`src/rtl/rx_silo.sv`:
```
module rx_silo #(
  parameter int DEPTH       = 64,
  parameter int ALARM_COUNT = 16,
  parameter int GAP_CYCLES  = 50
) (
  input  logic        clk,
  input  logic        rst_n,
  input  logic        push_valid,
  input  logic [7:0]  push_data,
  input  logic [2:0]  push_line,
  input  logic        push_perr,
  input  logic        rd_en,
  input  logic        rx_ie,
  input  logic        alarm_ie,
  output logic        done,
  output logic        alarm,
  output logic        irq,
  output logic [15:0] rd_word
);
  localparam int AW = $clog2(DEPTH);
  localparam int CW = $clog2(DEPTH + 1);
  localparam int KW = $clog2(ALARM_COUNT + 1);
  localparam int HW = $clog2(GAP_CYCLES + 1);

  logic [11:0]   mem [DEPTH];
  logic [AW-1:0] wp, rp;
  logic [CW-1:0] cnt;
  logic [HW-1:0] hold;
  logic [KW-1:0] acnt, acnt_base, acnt_nx;
  logic          ovf_pend;

  assign done  = (cnt != '0) && (hold == '0);
  wire   pop   = rd_en && done;
  wire   full  = (cnt == CW'(DEPTH));
  wire   accept = push_valid && (!full || pop);
  assign alarm = (acnt == KW'(ALARM_COUNT));
  assign irq   = rx_ie && (alarm_ie ? alarm : done);

  always_comb begin
    acnt_base = rd_en ? '0 : acnt;
    acnt_nx   = acnt_base;
    if (accept && acnt_base != KW'(ALARM_COUNT)) acnt_nx = acnt_base + 1'b1;
  end

  always_ff @(posedge clk)
    if (accept) mem[wp] <= {push_perr, push_line, push_data};

  always_ff @(posedge clk) begin
    if (!rst_n) begin
      wp <= '0; rp <= '0; cnt <= '0; hold <= '0;
      acnt <= '0; ovf_pend <= 1'b0; rd_word <= '0;
    end else begin
      if (accept) wp <= wp + 1'b1;
      if (pop)    rp <= rp + 1'b1;
      case ({accept, pop})
        2'b10:   cnt <= cnt + 1'b1;
        2'b01:   cnt <= cnt - 1'b1;
        default: cnt <= cnt;
      endcase
      if (pop)              hold <= HW'(GAP_CYCLES - 1);
      else if (hold != '0)  hold <= hold - 1'b1;
      acnt <= acnt_nx;
      if (pop) ovf_pend <= 1'b0;
      if (push_valid && !accept) ovf_pend <= 1'b1;
      if (rd_en)
        rd_word <= pop ? {1'b1, ovf_pend, 1'b0, mem[rp][11], 1'b0, mem[rp][10:0]} : 16'h0000;
    end
  end

  AST_POP_HIDES_NEXT: assert property (@(posedge clk) disable iff (!rst_n)
    (pop && GAP_CYCLES > 1) |=> !done);
  AST_EMPTY_READ_ZERO: assert property (@(posedge clk) disable iff (!rst_n)
    (rd_en && !done) |=> (rd_word == 16'h0000));
  AST_READ_CLEARS_ALARM: assert property (@(posedge clk) disable iff (!rst_n)
    (rd_en && !push_valid) |=> !alarm);
  AST_ALARM_NEEDS_PUSH: assert property (@(posedge clk) disable iff (!rst_n)
    $rose(alarm) |-> $past(accept));
  AST_NO_OVERFILL: assert property (@(posedge clk) disable iff (!rst_n)
    cnt <= CW'(DEPTH));
  AST_WORD_HELD: assert property (@(posedge clk) disable iff (!rst_n)
    !rd_en |=> $stable(rd_word));
endmodule

```
`config.mk`:
```
export PLATFORM = sky130hd
export DESIGN_NAME = rx_silo
export DESIGN_NICKNAME = d
export VERILOG_FILES = /design/src/rtl/rx_silo.sv
export SDC_FILE = /design/constraint.sdc
export NUM_CORES = 1
export LEC_CHECK = 0
export BUFFER_PORTS_ARGS = -buffer_cell sky130_fd_sc_hd__buf_2
export CORE_ASPECT_RATIO = 0.75
export CORE_MARGIN = 2
export CORE_UTILIZATION = 24
export DETAILED_ROUTE_END_ITERATION = 16
export PLACE_DENSITY = 0.48
export SETUP_SLACK_MARGIN = 0.4
export SKIP_CTS_REPAIR_TIMING = 1
export SLEW_MARGIN = 20
export SYNTH_ARGS = -nofsm -noshare
export SYNTH_HDL_FRONTEND = slang
export SYNTH_SLANG_ARGS = --single-unit
```
`constraint.sdc`:
```
create_clock -name clk -period 3.1 [get_ports clk]
set_input_delay 0.155 -clock clk [delete_from_list [all_inputs] [get_ports clk]]
set_output_delay 0.155 -clock clk [all_outputs]
set_load 0.02 [all_outputs]
```
[Word-level counts from Yosys, hierarchy flattened]
Memories as Yosys holds them, arrays and structs flattened. A register that Yosys moved wholly into a read port is not among the register bits.
Cells that the tools add are included.
Operators by class
  bitwise gates (word level): 1
  equal/unequal tests: 5
  multiplexer cells: 13
  add/subtract/negate cells: 6
  reductions and logical operators: 16
Operator list (count)
  2-to-1 mux 6 bit: 4
  2-to-1 mux 16 bit: 1
  case mux 7 bit (2 select lines): 1
  adder 6 x 1 -> 6 bit, second input constant: 2
  2-to-1 mux 5 bit: 2
  adder 7 x 1 -> 7 bit, second input constant: 1
  equality test 7 bit, second input constant: 1
  nonzero test 7 bit: 1
  subtractor 7 x 1 -> 7 bit, second input constant: 1
  logical AND 1 bit: 6
  logical NOT 6 bit: 1
  nonzero test 2 bit: 3
  nonzero test 6 bit: 1
  subtractor 6 x 1 -> 6 bit, second input constant: 1
  adder 5 x 1 -> 5 bit, second input constant: 1
  equality test 5 bit, second input constant: 1
  2-to-1 mux 1 bit: 5
  != test 5 bit, second input constant: 1
  equality test 2 x 1 -> 1 bit, second input constant: 1
  equality test 2 bit, second input constant: 1
  logical NOT 1 bit: 2
  OR reduction 2 bit: 1
  logical OR 1 bit: 1
  inverter 1 bit: 1
Storage, ports and cells
  logic and storage cells: 50
  memories kept: 1
  input bits: 18
  output and inout port bits: 19
  bits in writable memories: 768
  register bits: 47
Memory list
  mem: depth 64, bits a word 12, rd ports 1, clocked after Yosys merged registers in 1, write ports 1, line 25  | logic [11:0] mem [DEPTH];

[Depth between registers and ports, before layout]
Gate-level depths: netlist (run 1).
  depth after elaboration: 8
  depth in mapped cells: 14
  depth with buffers taken out: 14

[Worst setup path after synthesis (run 1)]
Ideal clock, no wire load.
  path type: flip-flop to flip-flop
  start point: register cnt[5]
  end point: register cnt[6]
  buffers on the path: 0
  setup time: 134 ps
  path slack: 281 ps
  arrival time: 2684 ps
  period minus slack after synthesis: 2819 ps
  cell stages (with the launch flop): 13
  data required time: 2966 ps
  cell sequence: dfxtp_1 > or4_4 > nor2_1 > nor2_1 > nand2_1 > inv_1 > ha_1 > nor2b_1 > o21ai_0 > and2_1 > o21ai_0 > mux2i_1 > a31oi_1
On the way
  cells in the longest elaborated chain, start to end: 7
  elaborated cells between the ends (all ways): 13
  those cells by class: add/sub: 2; eq/ne: 3; mux: 1; reduce/logical: 7
RTL lines
  start, declared: line 27  | logic [CW-1:0] cnt;
  start signal, assigned: line 56  | 2'b10: cnt <= cnt + 1'b1;
  start signal, assigned: line 57  | 2'b01: cnt <= cnt - 1'b1;
  start signal, assigned: line 58  | default: cnt <= cnt;
  nonzero test 7 bit: line 32  | assign done = (cnt != '0) && (hold == '0);
  logical AND 1 bit: line 32
  logical AND 1 bit: line 33  | wire pop = rd_en && done;
  logical OR 1 bit: line 35  | wire accept = push_valid && (!full || pop);
  logical AND 1 bit: line 35
  equality test 2 x 1 -> 1 bit or equality test 2 bit (tied branches): line 55  | case ({accept, pop})
  case mux 7 bit (2 select lines) or nonzero test 2 bit (tied branches)
Several ways; a longest one is shown, not always the timed one.
A chain may end at the register's enable or synchronous reset.

==> reports/metrics.cfg, run 1 <==
[placement]
place_area_mm2=0.0353
dp_slack_ns=-0.270
hpwlAfterDp_um=53600
place_congestion=0.802
placedCellCount=3429
port_buffers=34

[route]
dr.pass1.iters=5
routedWlPerCell_um=23.4
vias=16041
drt_iter0_drc=1638
ant_nets=0
drc=0
routed_via_density=4.46
wl_um=84300

[final_layout]
final_area_mm2=0.0383
final_common_cell=edfxtp_1
fin_util_pct=28.8
drive_above_1_share_pct=31.5
syn_to_final_growth_pct=19.5
mostFrequentLayoutCells=edfxtp_1, mux4_2, buf_4
final.fill_count=13102
layout.cells.non_filler=3596
multi_input_area_mm2=0.00755
seqCellArea_mm2=0.0241
nets=1787

[floorplan]
row_count=116
die_y_um=320
dieArea_mm2=0.136
core_mm2=0.133
start_util_pct=24.1
die_w_um=426
io_pins=37

[cts]
clock_path_buffers=3
root_buffer=clkbuf_16
cts-buffers-inserted=82
clock_latency_ns=0.66
clk_pin_slew_ns=0.06
htreeDepth=3
cts.sinks=819
cts_tree=yes

[power_and_ir_drop]
p_leak_nw=11.7
power.density_mw_per_mm2=668
peakVddDrop_mv=0.678

[synthesis]
synth-seq-cells=819
synthArstFlopShare_pct=0
synth_flop_cell=edfxtp_1
synth_cell_types=58
yosysSeqAreaShare_pct=75.2
syn-cell-area_mm2=0.0320
syn_inst=1553
avgSynthCellArea_um2=20.6
synth_edf_count=768
yosysWarnings=0

[timing]
hold_viol=0
worst_pin_slew_ns=1.11
finalSetupTns_ns=0
grt_setup_unrepaired=false
finalMaxSlewViolations=0
fin_worst_skew_ns=0.0229
fmax_ghz=0.384
slew_headroom_pct=26.3
finalCritPeriodShare_pct=83.9
layout_min_cycle_time_ns=2.60
finalSetupViolCount=0
fin_ws_ns=0.499

[critical_path]
cp_data_arrival_time_ns=3.14
crit_type=reg -> reg
start_kind=flip-flop
required_ns=3.64
endpoint_kind=flip-flop
crit_fanout=18

[grt]
gr-total-overflow=0
grt_pass1_wl_um=120000
grt_antenna_before_repair=2
grt_pass1_vias=16266
grt_max_degree=70
groute.usage.overall_pct=12.2

[status]
status=finished, final reports clean

[job]
maxCapViolCount=0

[worst_hold_path]
hp-class=in -> reg

## per-layer routing
metal,share of wire [%],vias up,GRT usage (%)
met2,44,479,17.8
li1,-,6819,-
met5,0.015,-,0
met4,2.4,2,4.15
met1,47,8622,18.0
met3,6.2,119,2.60
## synthesized netlist by cell type (all sizes together) (2+ instances only)
| master | instances | area (um2) |
|---|---|---|
| nor4 | 2 | 12.5 |
| or4 | 2 | 18.8 |
| nand3b | 7 | 52.6 |
| nor3 | 8 | 50.1 |
| edfxtp | 768 | 23100 |
| nand3 | 12 | 65.1 |
| a2111oi | 8 | 70.1 |
| mux2 | 19 | 214 |
| or2 | 2 | 12.5 |
| nand4 | 2 | 12.5 |
| and2 | 2 | 12.5 |
| o211ai | 3 | 22.5 |
| nor2 | 108 | 405 |
| xor2 | 6 | 52.6 |
| nand2b | 5 | 31.3 |
| mux4 | 198 | 4460 |
| a211oi | 21 | 163 |
| nor2b | 21 | 131 |
| ha | 11 | 138 |
| mux2i | 56 | 573 |
| o22ai | 9 | 56.3 |
| xnor2 | 15 | 131 |
| nand2 | 30 | 113 |
| or3b | 2 | 17.5 |
| o2111ai | 3 | 26.3 |
| a32oi | 2 | 17.5 |
| dfxtp | 51 | 1020 |
| or3 | 4 | 25.0 |
| nor3b | 3 | 22.5 |
| inv | 15 | 56.3 |
| a21o | 2 | 15.0 |
| a221oi | 9 | 85.1 |
| o21a | 2 | 15.0 |
| a21oi | 27 | 135 |
| a22oi | 7 | 52.6 |
| a221o | 4 | 40.0 |
| o21ai | 17 | 88.8 |
| clkbuf | 26 | 97.6 |
| buf | 56 | 383 |
## state kept, by name, summed over array words and instances, names as in the netlist, named ones only
| name | cells |
|---|---|
| acnt | 5 |
| cnt | 7 |
| hold | 6 |
| mem | 768 |
| ovf_pend | 1 |
| rd_word | 14 |
| rp | 6 |
| wp | 6 |
## where the power goes
group,internal [W],total [W],switching [W]
clock network,0.00591,0.0102,0.00424
logic,0.00142,0.00305,0.00163
registers,0.0122,0.0124,0.000153
total,0.0195,0.0256,0.00602
## critical path, stage by stage (launching register included)
cell and delay [ns]:
dfxtp_4 0.46, buf_12 0.24, buf_4 0.21, mux4_2 0.58, mux4_2 0.49, a221oi_1 0.38
o21ai_1 0.11
## cell families (layout without fill, tap and decap cells)
kind of cell	Yosys count	count (layout)	synth area share (%)
buffers and inverters	97	364	1.68
and+or+nand+nor	213	214	3.14
xor gates and xnor gates	21	21	0.574
adders and majority gates	12	12	0.492
AOI/OAI and AO/OA	117	117	2.53
other	1	6	0.0117
DFF	819	819	75.2
muxes	273	273	16.4
## cell type report
| class | count | area share (%) |
|---|---|---|
| diodes | 4 | 0.0261 |
| clock buffers | 93 | 5.64 |
| clock inverters | 56 | 1.45 |
| inverters | 15 | 0.154 |
| multi-input cells | 639 | 19.7 |
| flip-flops and latches | 819 | 63.0 |
| well taps | 1770 | 5.79 |
| repair buffers | 200 | 4.28 |
## path summary, 6_finish.rpt
kind | startpoint | to | slack [ns] | cells after the start
worst max-delay path | flip-flop | rd_word[6] | 0.50 | 6
worst min register to register | rd_word[14] | rd_word[14] | 0.48 | 2
worst min-delay path | push_data[6] | mem[34][6] | 0.05 | 1
worst max register to register | flip-flop | rd_word[6] | 0.50 | 6
## per-stage QoR
| stage | hold WS, ns | power (W) |
|---|---|---|
| finish | 0.0474 | 0.0256 |
| global placement | 0.463 | 0.0155 |
| CTS | -0.220 | 0.0257 |
| detailed placement | 0.468 | 0.0156 |
| global route | 0.0232 | 0.0265 |
| floorplan | 0.254 | 0.0144 |
No activity file was read; power rests on OpenSTA's default activity.
==> run 2, diff against run 1 <==
==> constraint.sdc (replaced) <==
create_clock -name clk -period 2.65 [get_ports clk]
set_input_delay 0.1325 -clock clk [delete_from_list [all_inputs] [get_ports clk]]
set_output_delay 0.1325 -clock clk [all_outputs]
set_load 0.02 [all_outputs]
==> run 2 against run 1 <==
  * Via count is 1.7% higher
  * Sequential power is 16% higher
  * Register-to-register slack lost 0.42 ns
  * Worst setup slack got worse by 0.42 ns
  * First-iteration DRC count is 2.5% lower
  * Highest routed layer is now met4
  * Largest cell class unchanged
  * Die area did not move
  * Global-route usage increased by 0.085 points
  * Wire length is 2.7% higher
  * Combinational power increased by 39%
  * Sequential cell count did not move
  * Cell count up 0.86%
==> reports/metrics.cfg, run 2 (synthesis gave the netlist of run 1 again) <==
[grt]
grt_max_degree=65  ; -7.1%
groute.usage.overall_pct=12.3  ; +0.085 points
grt_pass1_vias=16423  ; +0.97%
grt_antenna_before_repair=4  ; +2
gr-total-overflow=0  ; unchanged
grt_pass1_wl_um=121000  ; +1.4%

[route]
dr.pass1.iters=5  ; unchanged
routed_via_density=4.50  ; +0.82%
routedWlPerCell_um=23.9  ; +1.8%
vias=16312  ; +1.7%
wl_um=86500  ; +2.7%
drc=0  ; unchanged
drt_iter0_drc=1597  ; -2.5%
ant_nets=0  ; unchanged

[cts]
cts_tree=yes
cts-buffers-inserted=79  ; -3.7%
clock_path_buffers=3  ; unchanged
cts.sinks=819  ; unchanged
clk_pin_slew_ns=0.06  ; about the same
htreeDepth=3  ; unchanged
root_buffer=clkbuf_16
clock_latency_ns=0.66  ; about the same

[placement]
place_congestion=0.782  ; -2.4%
place_area_mm2=0.0357  ; +1.1%
hpwlAfterDp_um=55300  ; +3.3%
port_buffers=34  ; unchanged
placedCellCount=3417  ; -0.35%
dp_slack_ns=-0.387  ; -0.117 ns

[final_layout]
final_area_mm2=0.0398  ; +3.9%
largest_reg_flops=768  ; unchanged
final_common_cell=edfxtp_1
drive_above_1_share_pct=38.0  ; +6.5 points
nets=1830  ; +2.4%
final.fill_count=12943  ; -1.2%
syn_to_final_growth_pct=24.1
reg_top3=mem: 768 flops, rd_word: 14 flops, cnt: 7 flops
layout.cells.non_filler=3627  ; +0.86%
top_register=mem
mostFrequentLayoutCells=edfxtp_1, mux4_2, buf_4

[critical_path]
reg2reg_depth=8  ; +2
regToRegEndpoint=mem[46][11]
cp_data_arrival_time_ns=2.85  ; -0.29 ns
max_stage_delay_ns=0.42  ; -0.16 ns
required_ns=2.94  ; -0.70 ns
crit_fanout=12  ; -6
endpoint_kind=flip-flop
ff2ff_setup_slack_ns=0.08  ; -0.42 ns
crit_type=reg -> reg
cpMaxStageDelayCell=nor2_4
crit_path_start=hold[1]
start_kind=flip-flop
r2r_start=hold[1]
worstPathCellList=inv_2, ha_4, and3b_2, a21boi_2, a21oi_2, nand3b_1, buf_4, nor2_4

[power_and_ir_drop]
peakVddDrop_mv=0.442  ; -35%
p_leak_nw=12.0  ; +2.9%
power.density_mw_per_mm2=747  ; +12%

[timing]
fin_ws_ns=0.0836  ; -0.415 ns
grt_setup_unrepaired=true
finalSetupViolCount=0  ; unchanged
hold_viol=0  ; unchanged
timing.hold.ws_ns=0.00230  ; -0.0451 ns
worst_pin_slew_ns=1.01  ; -0.0913 ns
fmax_ghz=0.390  ; +1.4%
slew_headroom_pct=32.4  ; +6.1 points
finalSetupTns_ns=0  ; unchanged
fin_worst_skew_ns=0.0266  ; +0.00366 ns
layout_min_cycle_time_ns=2.57  ; -0.0347 ns
finalMaxSlewViolations=0  ; unchanged
finalCritPeriodShare_pct=96.8  ; +13 points

[status]
status=finished, final reports clean

[job]
maxCapViolCount=0  ; unchanged

[worst_hold_path]
holdPathEnd=mem[21][7]
hp-start=push_data[7]
hold_depth=1  ; unchanged
hp-class=in -> reg

[floorplan]
start_util_pct=24.1  ; unchanged
core_mm2=0.133  ; unchanged
row_count=116  ; unchanged
die_w_um=426  ; unchanged
dieArea_mm2=0.136  ; unchanged
die_y_um=320  ; unchanged
io_pins=37  ; unchanged

## run 2: changes by cell type in the layout (fill, tap and decap cells not counted), sizes merged
cell / previous run / this run
dlygate4sd3: 5 / 4
diode: 4 / 1
nand3: 13 / 12
inv: 17 / 18
clkinv: 39 / 22
clkinvlp: 4 / 3
clkbuf: 93 / 109
buf: 195 / 238
bufinv: 11 / 5
## run 2: area by class of cell
cell class	count	area, um2	share of cell area (%)
Timing Repair Buffer	247	2680	6.74
Clock buffer	104	2130	5.37
Antenna cell	1	2.50	0.00629
Clock inverter	33	309	0.777
Sequential cell	819	24100	60.6
Inverter	15	58.8	0.148
Multi-Input combinational cell	638	8260	20.8
Tap cell	1770	2210	5.57
## run 2: per-layer routing
metal  global-route usage (%)  up-vias  share of wire, %
li1                         -     6907                 -
met1                     18.7     8782                48
met2                     17.9      506                43
met3                     2.15      117               5.9
met4                     3.35        0               2.6
met5                        0        -                 0
## run 2: through the flow
step / total power [W] / util, %
after floorplan: 0.0169 / -
after global placement: 0.0183 / 26.9
after detailed placement: 0.0184 / 26.9
after CTS: 0.0294 / 28.7
after global routing: 0.0307 / 29.9
final: 0.0297 / 29.9
## run 2: power by group
| group | leakage [nW] | switching (W) | internal [W] |
|---|---|---|---|
| Clock | 1.18 | 0.00485 | 0.00616 |
| Sequential | 7.33 | 0.000155 | 0.0143 |
| Combinational | 3.50 | 0.00217 | 0.00207 |
## run 2: how the worst max path moves through the flow
stage	to	cells after the start	slack (ns)
global route	cnt[6]	13	-0.05
CTS	mem[22][2]	8	-0.43
global placement	mem[22][10]	8	-0.35
detailed placement	mem[22][10]	8	-0.39
floorplan	mem[17][0]	9	0.12
finish	mem[46][11]	8	0.08
## run 2: worst max-delay path, delay by kind of cell (launching register included)
family / cells / cell delay (ns)
compound gates: 2 / 0.49
simple gates: 3 / 0.89
fa+ha+maj: 1 / 0.14
buf+inv: 2 / 0.32
flops: 1 / 0.32
==> run 3, diff against run 2 <==
--- a/config.mk
+++ b/config.mk
@@ -5,13 +5,15 @@
 export SDC_FILE = /design/constraint.sdc
 export NUM_CORES = 1
 export LEC_CHECK = 0
+export ABC_AREA = 1
 export BUFFER_PORTS_ARGS = -buffer_cell sky130_fd_sc_hd__buf_2
 export CORE_ASPECT_RATIO = 0.75
 export CORE_MARGIN = 2
 export CORE_UTILIZATION = 24
+export CTS_BUF_LIST = sky130_fd_sc_hd__clkbuf_8
 export DETAILED_ROUTE_END_ITERATION = 16
 export PLACE_DENSITY = 0.48
-export SETUP_SLACK_MARGIN = 0.4
+export SETUP_SLACK_MARGIN = 0.2
 export SKIP_CTS_REPAIR_TIMING = 1
 export SLEW_MARGIN = 20
 export SYNTH_ARGS = -nofsm -noshare
==> run 3 against run 2 <==
  * Sequential cell count is the same
  * Total power is 0.20% lower
  * Cell count is 40% higher
  * Highest routed layer unchanged
  * Synthesized cell count grew 90%
  * Largest power group unchanged
  * Hold slack gained 0.017 ns
  * Clock skew rose by 0.0019 ns
  * Area after synthesis up 5.6%
==> reports/metrics.cfg, run 3 <==
[cts]
cts_tree=yes
cts-buffers-inserted=119  ; +51%
clock_path_buffers=3  ; unchanged
clock_latency_ns=0.81  ; +0.15 ns
cts.sinks=819  ; unchanged
htreeDepth=3  ; unchanged
root_buffer=clkbuf_8
clk_pin_slew_ns=0.07  ; about the same

[critical_path]
endpoint_kind=flip-flop
cpMaxStageDelayCell=dfxtp_4
crit_fanout=39  ; +27
worstPathCellList=buf_4, buf_16, nand2_1, nand3_1, nand3_1, nand2_1, nand2_1, nand3_1, nand3_1, nand2_1, nand2_1, a21oi_1
required_ns=3.38  ; +0.44 ns
start_kind=flip-flop
timing.critical_path.mode_cell=nand2_1
max_stage_delay_ns=0.49  ; +0.07 ns
cp_data_arrival_time_ns=3.11  ; +0.26 ns
crit_type=reg -> reg

[route]
wl_um=99200  ; +15%
routed_via_density=4.41  ; -1.9%
drt_iter0_drc=2074  ; +30%
drc=0  ; unchanged
ant_nets=0  ; unchanged
routedWlPerCell_um=19.5  ; -18%
dr.pass1.iters=5  ; unchanged
vias=22448  ; +38%

[final_layout]
largest_reg_flops=768  ; unchanged
top_register=mem
reg_top3=mem: 768 flops, rd_word: 14 flops, cnt: 7 flops
drive_above_1_share_pct=12.3  ; -26 points
syn_to_final_growth_pct=17.1
final_common_cell=nand2_1
seqCellArea_mm2=0.0241  ; about the same
multi_input_area_mm2=0.00854  ; +3.4%
final.fill_count=14479  ; +12%
mostFrequentLayoutCells=nand2_1, edfxtp_1, nand3_1
nets=3149  ; +72%

[timing]
timing.hold.ws_ns=0.0196  ; +0.0173 ns
fmax_ghz=0.421  ; +8.0%
hold_viol=0  ; unchanged
worst_pin_slew_ns=0.958  ; -0.0559 ns
finalSetupViolCount=0  ; unchanged
finalSetupTns_ns=0  ; unchanged
layout_min_cycle_time_ns=2.38  ; -0.190 ns
fin_worst_skew_ns=0.0285  ; +0.00188 ns
slew_headroom_pct=36.1  ; +3.7 points
finalCritPeriodShare_pct=89.7  ; -7.2 points
finalMaxSlewViolations=0  ; unchanged
grt_setup_unrepaired=true

[power_and_ir_drop]
peakVddDrop_mv=0.435  ; -1.6%
totalPowerFinal_w=0.0296  ; -0.20%
p_leak_nw=14.1  ; +18%
power.density_mw_per_mm2=748  ; +0.17%

[synthesis]
synth_top_area_share_pct=68.2  ; -3.8 points
yosysWarnings=0  ; unchanged
syn_inst=2944  ; +90%
syn-cell-area_mm2=0.0338  ; +5.6%
synth_flop_cell=edfxtp_1
synthTopCellsByArea=edfxtp_1, nand2_1, nand3_1
synth_edf_count=768  ; unchanged
yosysSeqAreaShare_pct=71.2  ; -4.0 points
synthMostInstantiatedCell=nand2_1
synth-seq-cells=819  ; unchanged
avgSynthCellArea_um2=11.5  ; -44%
synthArstFlopShare_pct=0  ; unchanged
yosysTopAreaCell=edfxtp_1
synth_cell_types=42  ; -28%
yosys-top-cells-count=nand2_1, edfxtp_1, nand3_1

[grt]
gr-total-overflow=0  ; unchanged
grt_antenna_before_repair=0  ; -4
grt_pass1_wl_um=143000  ; +18%
grt_max_degree=122  ; +88%
groute.usage.overall_pct=13.3  ; +1.0 points
grt_pass1_vias=20936  ; +27%

[floorplan]
core_mm2=0.140  ; +5.4%
io_pins=37  ; unchanged
start_util_pct=24.1  ; +0.050 points
die_y_um=329  ; +2.7%
row_count=119  ; +2.6%
die_w_um=437  ; +2.7%
dieArea_mm2=0.144  ; +5.5%

[placement]
port_buffers=34  ; unchanged
hpwlAfterDp_um=57400  ; +3.9%
place_congestion=0.798  ; +2.0%

[status]
status=finished, final reports clean

[job]
maxCapViolCount=0  ; unchanged

[worst_hold_path]
hp-class=in -> reg

==> run 3: changes by cell type in the layout (fill, tap and decap cells not counted), sizes merged, moves of 22 or more <==
cell         before   now
dlygate4sd3       4    26
nand3            12   675
mux2i            56     0
mux4            198     0
clkinv           22    46
buf             238   199
nor2            108    80
nand2            30  1046
inv              18    82
==> run 3: per-layer routing <==
metal / vias to the layer above / part of all wire (%) / track usage [%]
met3: 128 / 6.3 / 2.35
met5: - / 0 / 0
li1: 10639 / - / -
met1: 10991 / 50 / 20.5
met4: 0 / 1.9 / 3.57
met2: 690 / 42 / 19.1
==> run 3: report_power, final <==
part	switching, W	internal, W	total, W
registers	0.000139	0.0143	0.0144
clock network	0.00498	0.00442	0.00941
logic	0.00393	0.00186	0.00579
total	0.00905	0.0206	0.0296
==> run 3: path summary, 6_finish.rpt <==
path	from	to	slack, ns	depth (start not counted)
worst max-delay path	flip-flop	rd_word[1]	0.27	12
worst min-delay path	push_valid	cnt[6]	0.02	7
worst min register to register	ovf_pend	rd_word[14]	0.46	2
worst max register to register	flip-flop	rd_word[1]	0.27	12
==> run 3: final cells by class <==
type,count,area share (%)
Sequential cell,819,60.8
Multi-Input combinational cell,1906,21.6
Tap cell,1875,5.92
Timing Repair Buffer,230,5.85
Clock buffer,125,4.34
Clock inverter,88,0.982
Inverter,43,0.490
Antenna cell,3,0.0190
==> run 3: per-stage QoR <==
step | utilization (%) | setup slack (ns) | std cells | area [um2]
floorplan | - | 0.268 | 2945 | 33800
global placement | 26.3 | 0.183 | 4832 | 36800
detailed placement | 26.3 | 0.180 | 4832 | 36800
CTS | 27.8 | 0.175 | 5045 | 38900
global route | 28.3 | 0.0665 | 5086 | 39600
finish | 28.3 | 0.274 | 5089 | 39600
==> run 3: critical path, delay by kind of cell, from the launching register on <==
family	cells	cell delay, ns
buf+inv	2	0.37
flops	1	0.49
compound gates	1	0.12
simple gates	9	1.27
==> run 3: cells by family (layout without fill, tap and decap cells) <==
logic type,after synthesis,count (layout),synth area share [%]
and+or+nand+nor,1820,1820,23.3
DFF,819,819,71.2
buffers and inverters,220,486,3.75
AOI/OAI and AO/OA,60,60,0.914
adders and majority gates,12,12,0.466
xor gates and xnor gates,12,12,0.311
other,1,5,0.0111
